--- src/rtl/sbsram_pkg.sv ---
package sbsram_pkg;

  localparam int LANE_W = 9;

  typedef enum logic [1:0] {
    ACC_NONE  = 2'd0,
    ACC_LOAD  = 2'd1,
    ACC_CONT  = 2'd2,
    ACC_DESEL = 2'd3
  } acc_kind_e;

  // Low two address bits for burst beat `cnt` starting at `start`.
  function automatic logic [1:0] burst_lo(input logic [1:0] start,
                                          input logic [1:0] cnt,
                                          input logic       lin);
    if (lin) return 2'(start + cnt);
    return start ^ cnt;
  endfunction

  // One lane's write strobe from the active-low write controls.
  function automatic logic lane_write(input logic gw_n_i,
                                      input logic bwe_n_i,
                                      input logic bsel_n_i);
    return !gw_n_i || (!bwe_n_i && !bsel_n_i);
  endfunction

endpackage

--- src/rtl/sbsram_ctrl.sv ---
module sbsram_ctrl
  import sbsram_pkg::*;
#(
  parameter int AW    = 6,
  parameter int LANES = 2
) (
  input  logic             clk,
  input  logic             rst_n,
  input  logic             ce1_n,
  input  logic             ce2,
  input  logic             ce3_n,
  input  logic             ads_cpu_n,
  input  logic             ads_ctl_n,
  input  logic             adv_n,
  input  logic             bwe_n,
  input  logic [LANES-1:0] bsel_n,
  input  logic             gw_n,
  input  logic             lin_order,
  input  logic             sleep,
  input  logic [AW-1:0]    addr,
  output acc_kind_e        kind,
  output logic [LANES-1:0] lane_we,
  output logic             wr_now,
  output logic [AW-1:0]    acc_addr,
  output logic [1:0]       cnt_q,
  output logic [AW-1:0]    rd_addr_q,
  output logic             rd_q
);

  logic          selected;
  logic          cpu_take;
  logic          strobe;
  logic          access;
  logic          active_q;
  logic [AW-1:0] base_q;
  logic [AW-1:0] base_now;
  logic [1:0]    cnt_now;

  assign selected = !ce1_n && ce2 && !ce3_n;
  assign cpu_take = !ads_cpu_n && !ce1_n;
  assign strobe   = cpu_take || !ads_ctl_n;

  always_comb begin
    if (sleep)                   kind = ACC_NONE;
    else if (strobe && selected) kind = ACC_LOAD;
    else if (strobe)             kind = ACC_DESEL;
    else if (active_q)           kind = ACC_CONT;
    else                         kind = ACC_NONE;
  end

  assign access   = (kind == ACC_LOAD) || (kind == ACC_CONT);
  assign base_now = (kind == ACC_LOAD) ? addr : base_q;

  always_comb begin
    if (kind == ACC_LOAD)                cnt_now = 2'd0;
    else if (kind == ACC_CONT && !adv_n) cnt_now = cnt_q + 2'd1;
    else                                 cnt_now = cnt_q;
  end

  assign acc_addr = {base_now[AW-1:2], burst_lo(base_now[1:0], cnt_now, lin_order)};

  for (genvar g = 0; g < LANES; g++) begin : g_we
    assign lane_we[g] = access && lane_write(gw_n, bwe_n, bsel_n[g]);
  end
  assign wr_now = |lane_we;

  always_ff @(posedge clk) begin
    if (!rst_n) begin
      active_q  <= 1'b0;
      base_q    <= '0;
      cnt_q     <= 2'd0;
      rd_q      <= 1'b0;
      rd_addr_q <= '0;
    end else if (!sleep) begin
      case (kind)
        ACC_LOAD: begin
          active_q <= 1'b1;
          base_q   <= addr;
          cnt_q    <= 2'd0;
        end
        ACC_CONT:  cnt_q    <= cnt_now;
        ACC_DESEL: active_q <= 1'b0;
        default: ;
      endcase
      rd_q      <= access && !wr_now;
      rd_addr_q <= acc_addr;
    end
  end

endmodule

--- src/rtl/sbsram_array.sv ---
module sbsram_array
  import sbsram_pkg::*;
#(
  parameter int AW    = 6,
  parameter int LANES = 2
) (
  input  logic                    clk,
  input  logic [LANES-1:0]        lane_we,
  input  logic [AW-1:0]           wr_addr,
  input  logic [LANES*LANE_W-1:0] wdata,
  input  logic [AW-1:0]           rd_addr,
  output logic [LANES*LANE_W-1:0] rdata
);

  localparam int DEPTH = 1 << AW;

  for (genvar g = 0; g < LANES; g++) begin : g_lane
    logic [LANE_W-1:0] mem [DEPTH];

    always_ff @(posedge clk) begin
      if (lane_we[g]) mem[wr_addr] <= wdata[g*LANE_W +: LANE_W];
    end

    assign rdata[g*LANE_W +: LANE_W] = mem[rd_addr];
  end

endmodule

--- src/rtl/sbsram_outstage.sv ---
module sbsram_outstage #(
  parameter int WORD_W = 18
) (
  input  logic              clk,
  input  logic              rst_n,
  input  logic              sleep,
  input  logic              pipe_sel,
  input  logic              oe_n,
  input  logic              wr_now,
  input  logic              rd_q,
  input  logic [WORD_W-1:0] rdata,
  output logic [WORD_W-1:0] dout,
  output logic              dq_oe
);

  logic              pv_q;
  logic [WORD_W-1:0] pd_q;
  logic              have_data;

  always_ff @(posedge clk) begin
    if (!rst_n) begin
      pv_q <= 1'b0;
      pd_q <= '0;
    end else if (!sleep) begin
      pv_q <= rd_q;
      pd_q <= rdata;
    end
  end

  assign have_data = pipe_sel ? pv_q : rd_q;
  assign dout      = pipe_sel ? pd_q : rdata;
  assign dq_oe     = have_data && !oe_n && !sleep && !wr_now;

endmodule

--- src/rtl/sbsram_core.sv ---
module sbsram_core
  import sbsram_pkg::*;
#(
  parameter int WORD_W = 18,
  parameter int AW     = 6
) (
  input  logic                   clk,
  input  logic                   rst_n,
  input  logic                   ce1_n,
  input  logic                   ce2,
  input  logic                   ce3_n,
  input  logic                   ads_cpu_n,
  input  logic                   ads_ctl_n,
  input  logic                   adv_n,
  input  logic                   bwe_n,
  input  logic [WORD_W/9-1:0]    bsel_n,
  input  logic                   gw_n,
  input  logic                   lin_order,
  input  logic                   pipe_sel,
  input  logic                   oe_n,
  input  logic                   sleep,
  input  logic [AW-1:0]          addr,
  input  logic [WORD_W-1:0]      din,
  output logic [WORD_W-1:0]      dout,
  output logic                   dq_oe
);

  localparam int LANES = WORD_W / LANE_W;

  acc_kind_e        acc_kind;
  logic [LANES-1:0] lane_we;
  logic             wr_now;
  logic [AW-1:0]    acc_addr;
  logic [1:0]       cnt_q;
  logic [AW-1:0]    rd_addr_q;
  logic             rd_q;
  logic [WORD_W-1:0] rdata;

  sbsram_ctrl #(.AW(AW), .LANES(LANES)) ctrl_i (
    .clk(clk), .rst_n(rst_n),
    .ce1_n(ce1_n), .ce2(ce2), .ce3_n(ce3_n),
    .ads_cpu_n(ads_cpu_n), .ads_ctl_n(ads_ctl_n), .adv_n(adv_n),
    .bwe_n(bwe_n), .bsel_n(bsel_n), .gw_n(gw_n),
    .lin_order(lin_order), .sleep(sleep), .addr(addr),
    .kind(acc_kind), .lane_we(lane_we), .wr_now(wr_now),
    .acc_addr(acc_addr), .cnt_q(cnt_q),
    .rd_addr_q(rd_addr_q), .rd_q(rd_q)
  );

  sbsram_array #(.AW(AW), .LANES(LANES)) array_i (
    .clk(clk), .lane_we(lane_we), .wr_addr(acc_addr),
    .wdata(din), .rd_addr(rd_addr_q), .rdata(rdata)
  );

  sbsram_outstage #(.WORD_W(WORD_W)) out_i (
    .clk(clk), .rst_n(rst_n), .sleep(sleep), .pipe_sel(pipe_sel),
    .oe_n(oe_n), .wr_now(wr_now), .rd_q(rd_q), .rdata(rdata),
    .dout(dout), .dq_oe(dq_oe)
  );

endmodule

--- config.mk ---
export PLATFORM = sky130hd
export DESIGN_NAME = sbsram_core
export DESIGN_NICKNAME = d
export VERILOG_FILES = /design/src/rtl/sbsram_pkg.sv /design/src/rtl/sbsram_ctrl.sv /design/src/rtl/sbsram_array.sv /design/src/rtl/sbsram_outstage.sv /design/src/rtl/sbsram_core.sv
export SDC_FILE = /design/constraint.sdc
export NUM_CORES = 1
export LEC_CHECK = 0
export BUFFER_PORTS_ARGS = -buffer_cell sky130_fd_sc_hd__buf_2
export CORE_UTILIZATION = 40
export CTS_CLUSTER_SIZE = 10
export DETAILED_ROUTE_END_ITERATION = 6
export PLACE_DENSITY = 0.55
export SLEW_MARGIN = 20
export SYNTH_ARGS = -nofsm -noshare
export SYNTH_HDL_FRONTEND = slang
export SYNTH_SLANG_ARGS = --single-unit
--- constraint.sdc ---
create_clock -name clk -period 9.86 [get_ports clk]
set_input_delay 0.493 -clock clk [delete_from_list [all_inputs] [get_ports clk]]
set_output_delay 0.493 -clock clk [all_outputs]
set_load 0.02 [all_outputs]
==> metrics.md <==
| Metric | Value |
|---|---|
| WP data arrival | 5.08 ns |
| Gr usage total | 22.0% |
| FF+latch count, synth | 1189 |
| Layout cell share with drive strength beyond 1 | 12.2% |
| Synth Warn # | 0 |
| Largest cells by area after synthesis | edfxtp_1 74%, mux2i_1 11%, a22oi_1 2.1% |
| Mapped Area | 0.0469 mm^2 |
| Worst-Margin Slew | 1.16 ns |
| Delay-heaviest family, CP | buffers and inverters |
| CTS root buf | clkbuf_16 |
| Pins Over Slew Limit | 0 |
| Critical Path RT | 9.37 ns |
| Flop pwr share | 51.7% |
| Crit. End Element | output pin |
| Total negative setup slack | 0 ns |
| Clock power share | 42.0% |
| Syn Area/Cell | 17.4 um^2 |
| CTS tree | done |
| Drt total wl | 130000 um |
| Vias in the first global route | 25200 |
| CP max FO | 96 |
| Peak VDD IR | 0.155 mV |
| Die Wd | 344 um |
| Routed via count | 25200 |
| CP Launch Type | flop |
| Maximum clock path buffer count | 3 |
| Most frequent cells in the layout | 1152 x edfxtp_1, 522 x mux2i_1, 222 x nor2_1 |
| Wire length per cell | 29.8 um |
| P&R area growth vs syn | 12.3% |
| EDFF count, synth | 1152 |
| Antenna-violating nets left | 0 |
| # setup viols final | 0 |
| Most common cell after layout, fill and taps aside | edfxtp_1 |
| Status | finished, final reports clean |
| DR vias/cell | 5.76 |
| Largest net degree at the start of global routing | 97 |
| Top-area cell type share of the netlist area | 73.8% |
| Total die area | 0.119 mm^2 |
| Non-filler cells, final | 4373 |
| CTS Hold Bufs | 0 |
| NetSw | 2.40 mW |
| Comb pwr share | 6.3% |
| Leakage power | 16.1 nW |
| Min Tclk post-route | 5.58 ns |
| Max cap viols | 0 |
| HP Class | primary input to flop |
| Worst-Skew Late Latency | 0.73 ns |
| RSZ-0062 raised after global routing | no |
| Critical Path Max Stage Delay | 0.84 ns |
| H-Tree Depth | 4 |
| Starting density of the core | 40.4% |
| Clock transition at path regs | 0.05 ns |
| TritonCTS buffer count | 138 |
| Top_reg_cell synth | edfxtp_1 |
| Gr ovfl total | 0 |
| Asr flop ratio synth | 0% |
| Slew HR | 22.5% |
| Core ar. | 0.116 mm^2 |
| Worst path cell trace | buf_12, buf_4, mux2i_1, nor2_1, nor4_1, and4_1, o31ai_1, buf_2 |
| Detailed Routing Iterations Pass 1 | 6 |
| Synth Instances | 2696 |
| Cell Int Power | 8.43 mW |
| Routability Congestion | 0.859 |
| # IOs | 59 |
| Seq/Total Area, Yosys | 75.3% |
| Final core utilization | 45.3% |
| Unique masters post-synth | 50 |
| Hold_ws | 0.0661 ns |
| Max Clk Rate | 179 MHz |
| Rows | 125 |
| Die span in y | 344 um |
| Pwr dens | 206 mW/mm^2 |
| # placed instances | 4166 |
| CTS resizes | 0 |
| Area leader, netlist | edfxtp_1 |
| Final HPWL DP | 80400 um |
| Setup bufs post-CTS | 0 |
| Setup CP Type | flop to output pin |
| IO buf count | 58 |
| Initial antenna violation count | 15 |
| WP buf/inv | 3 |
| CTS sink count | 1189 |
| Post-Syn Nets | 2740 |
| Fill cells | 9845 |
| First-pass GRT wire length | 184000 um |
| Slowest cell on crit path | dfxtp_4 |
| Clock Skew | 0.0248 ns |
| Final hold viol count | 0 |
| DR DRC count | 0 |
| DRT iter0 DRCs | 2643 |
| Sw frac | 22.2% |
| Post-layout nets | 2826 |
| Period utilisation layout | 56.6% |
==> power by group through the flow <==
stage	logic, mW	clock network, mW	registers (mW)
final	0.679	4.55	5.60
after global routing	0.708	4.78	5.60
after CTS	0.681	4.61	5.60
after detailed placement	0.681	0	5.70
after global placement	0.673	0	5.70
after floorplan	0.362	0	5.69
==> final timing paths <==
path / startpoint / to / slack [ns] / depth (start not counted)
worst max-delay path: flop / dout[17] / 4.28 / 8
worst min-delay path: addr[1] / ctrl_i.base_q[1] / 0.07 / 3
worst max register to register: ctrl_i.active_q / array_i.g_lane[1].mem[24][2] / 5.25 / 8
worst min register to register: ctrl_i.base_q[0] / ctrl_i.base_q[0] / 0.47 / 2
==> synthesized netlist by cell type (all sizes together) (4+ instances only) <==
| master | count |
|---|---|
| a21oi | 9 |
| a22oi | 132 |
| a31oi | 6 |
| and4 | 30 |
| buf | 86 |
| clkbuf | 67 |
| dfxtp | 37 |
| edfxtp | 1152 |
| ha | 4 |
| inv | 8 |
| mux2i | 522 |
| mux4 | 36 |
| nand2 | 47 |
| nand2b | 6 |
| nand3 | 84 |
| nor2 | 224 |
| nor2b | 14 |
| nor3 | 18 |
| nor4 | 16 |
| o21ai | 29 |
| o22ai | 93 |
| o31ai | 31 |
| o32ai | 4 |
==> registers in the layout (all words and copies together) (netlist names), named ones only <==
register,flops
array_i.g_lane.mem,1152
out_i.pd_q,18
ctrl_i.base_q,5
ctrl_i.rd_addr_q,3
ctrl_i.cnt_q,2
ctrl_i.active_q,1
ctrl_i.rd_q,1
out_i.pv_q,1
==> worst reg2reg max path, delay by kind of cell, from the launching register on <==
kind / cells / cell delay [ns]
fa+ha+maj: 2 / 0.82
flops: 1 / 0.33
mux: 1 / 0.37
simple gates: 5 / 2.71
==> routing by layer <==
| layer | wire, um | vias up | track usage (%) |
|---|---|---|---|
| met5 | 91 | - | 0 |
| met2 | 60300 | 1067 | 34.2 |
| li1 | - | 10900 | - |
| met4 | 3260 | 12 | 6.68 |
| met1 | 56500 | 13000 | 31.1 |
| met3 | 10200 | 201 | 4.55 |
==> stage by stage <==
stage	power (mW)	setup WS [ns]	instance area [um^2]
floorplan	6.05	6.00	46900
global placement	6.38	4.44	48800
detailed placement	6.39	4.21	48800
CTS	10.9	4.30	52700
global route	11.1	4.14	52700
finish	10.8	4.28	52700
==> cell type report <==
type                            instances  area, um^2  area share (%)
Tap cell                             1524        1910            3.62
Multi-Input combinational cell       1346       10800            20.5
Timing Repair Buffer                   99         653            1.24
Sequential cell                      1189       35300            67.1
Clock inverter                         10        78.8           0.150
Clock buffer                          189        3820            7.26
Inverter                                8        30.0          0.0570
Antenna cell                            8        20.0          0.0380
==> cell families after synthesis <==
family,synth area share [%]
multiplexers,12.9
AND/OR/NAND/NOR,4.61
buffers and inverters,1.79
AO/OA/AOI/OAI,5.17
flip-flops,75.3
XOR/XNOR,0.0560
adder cells (fa/ha/maj),0.107
(Power assumes the default switching activity.)
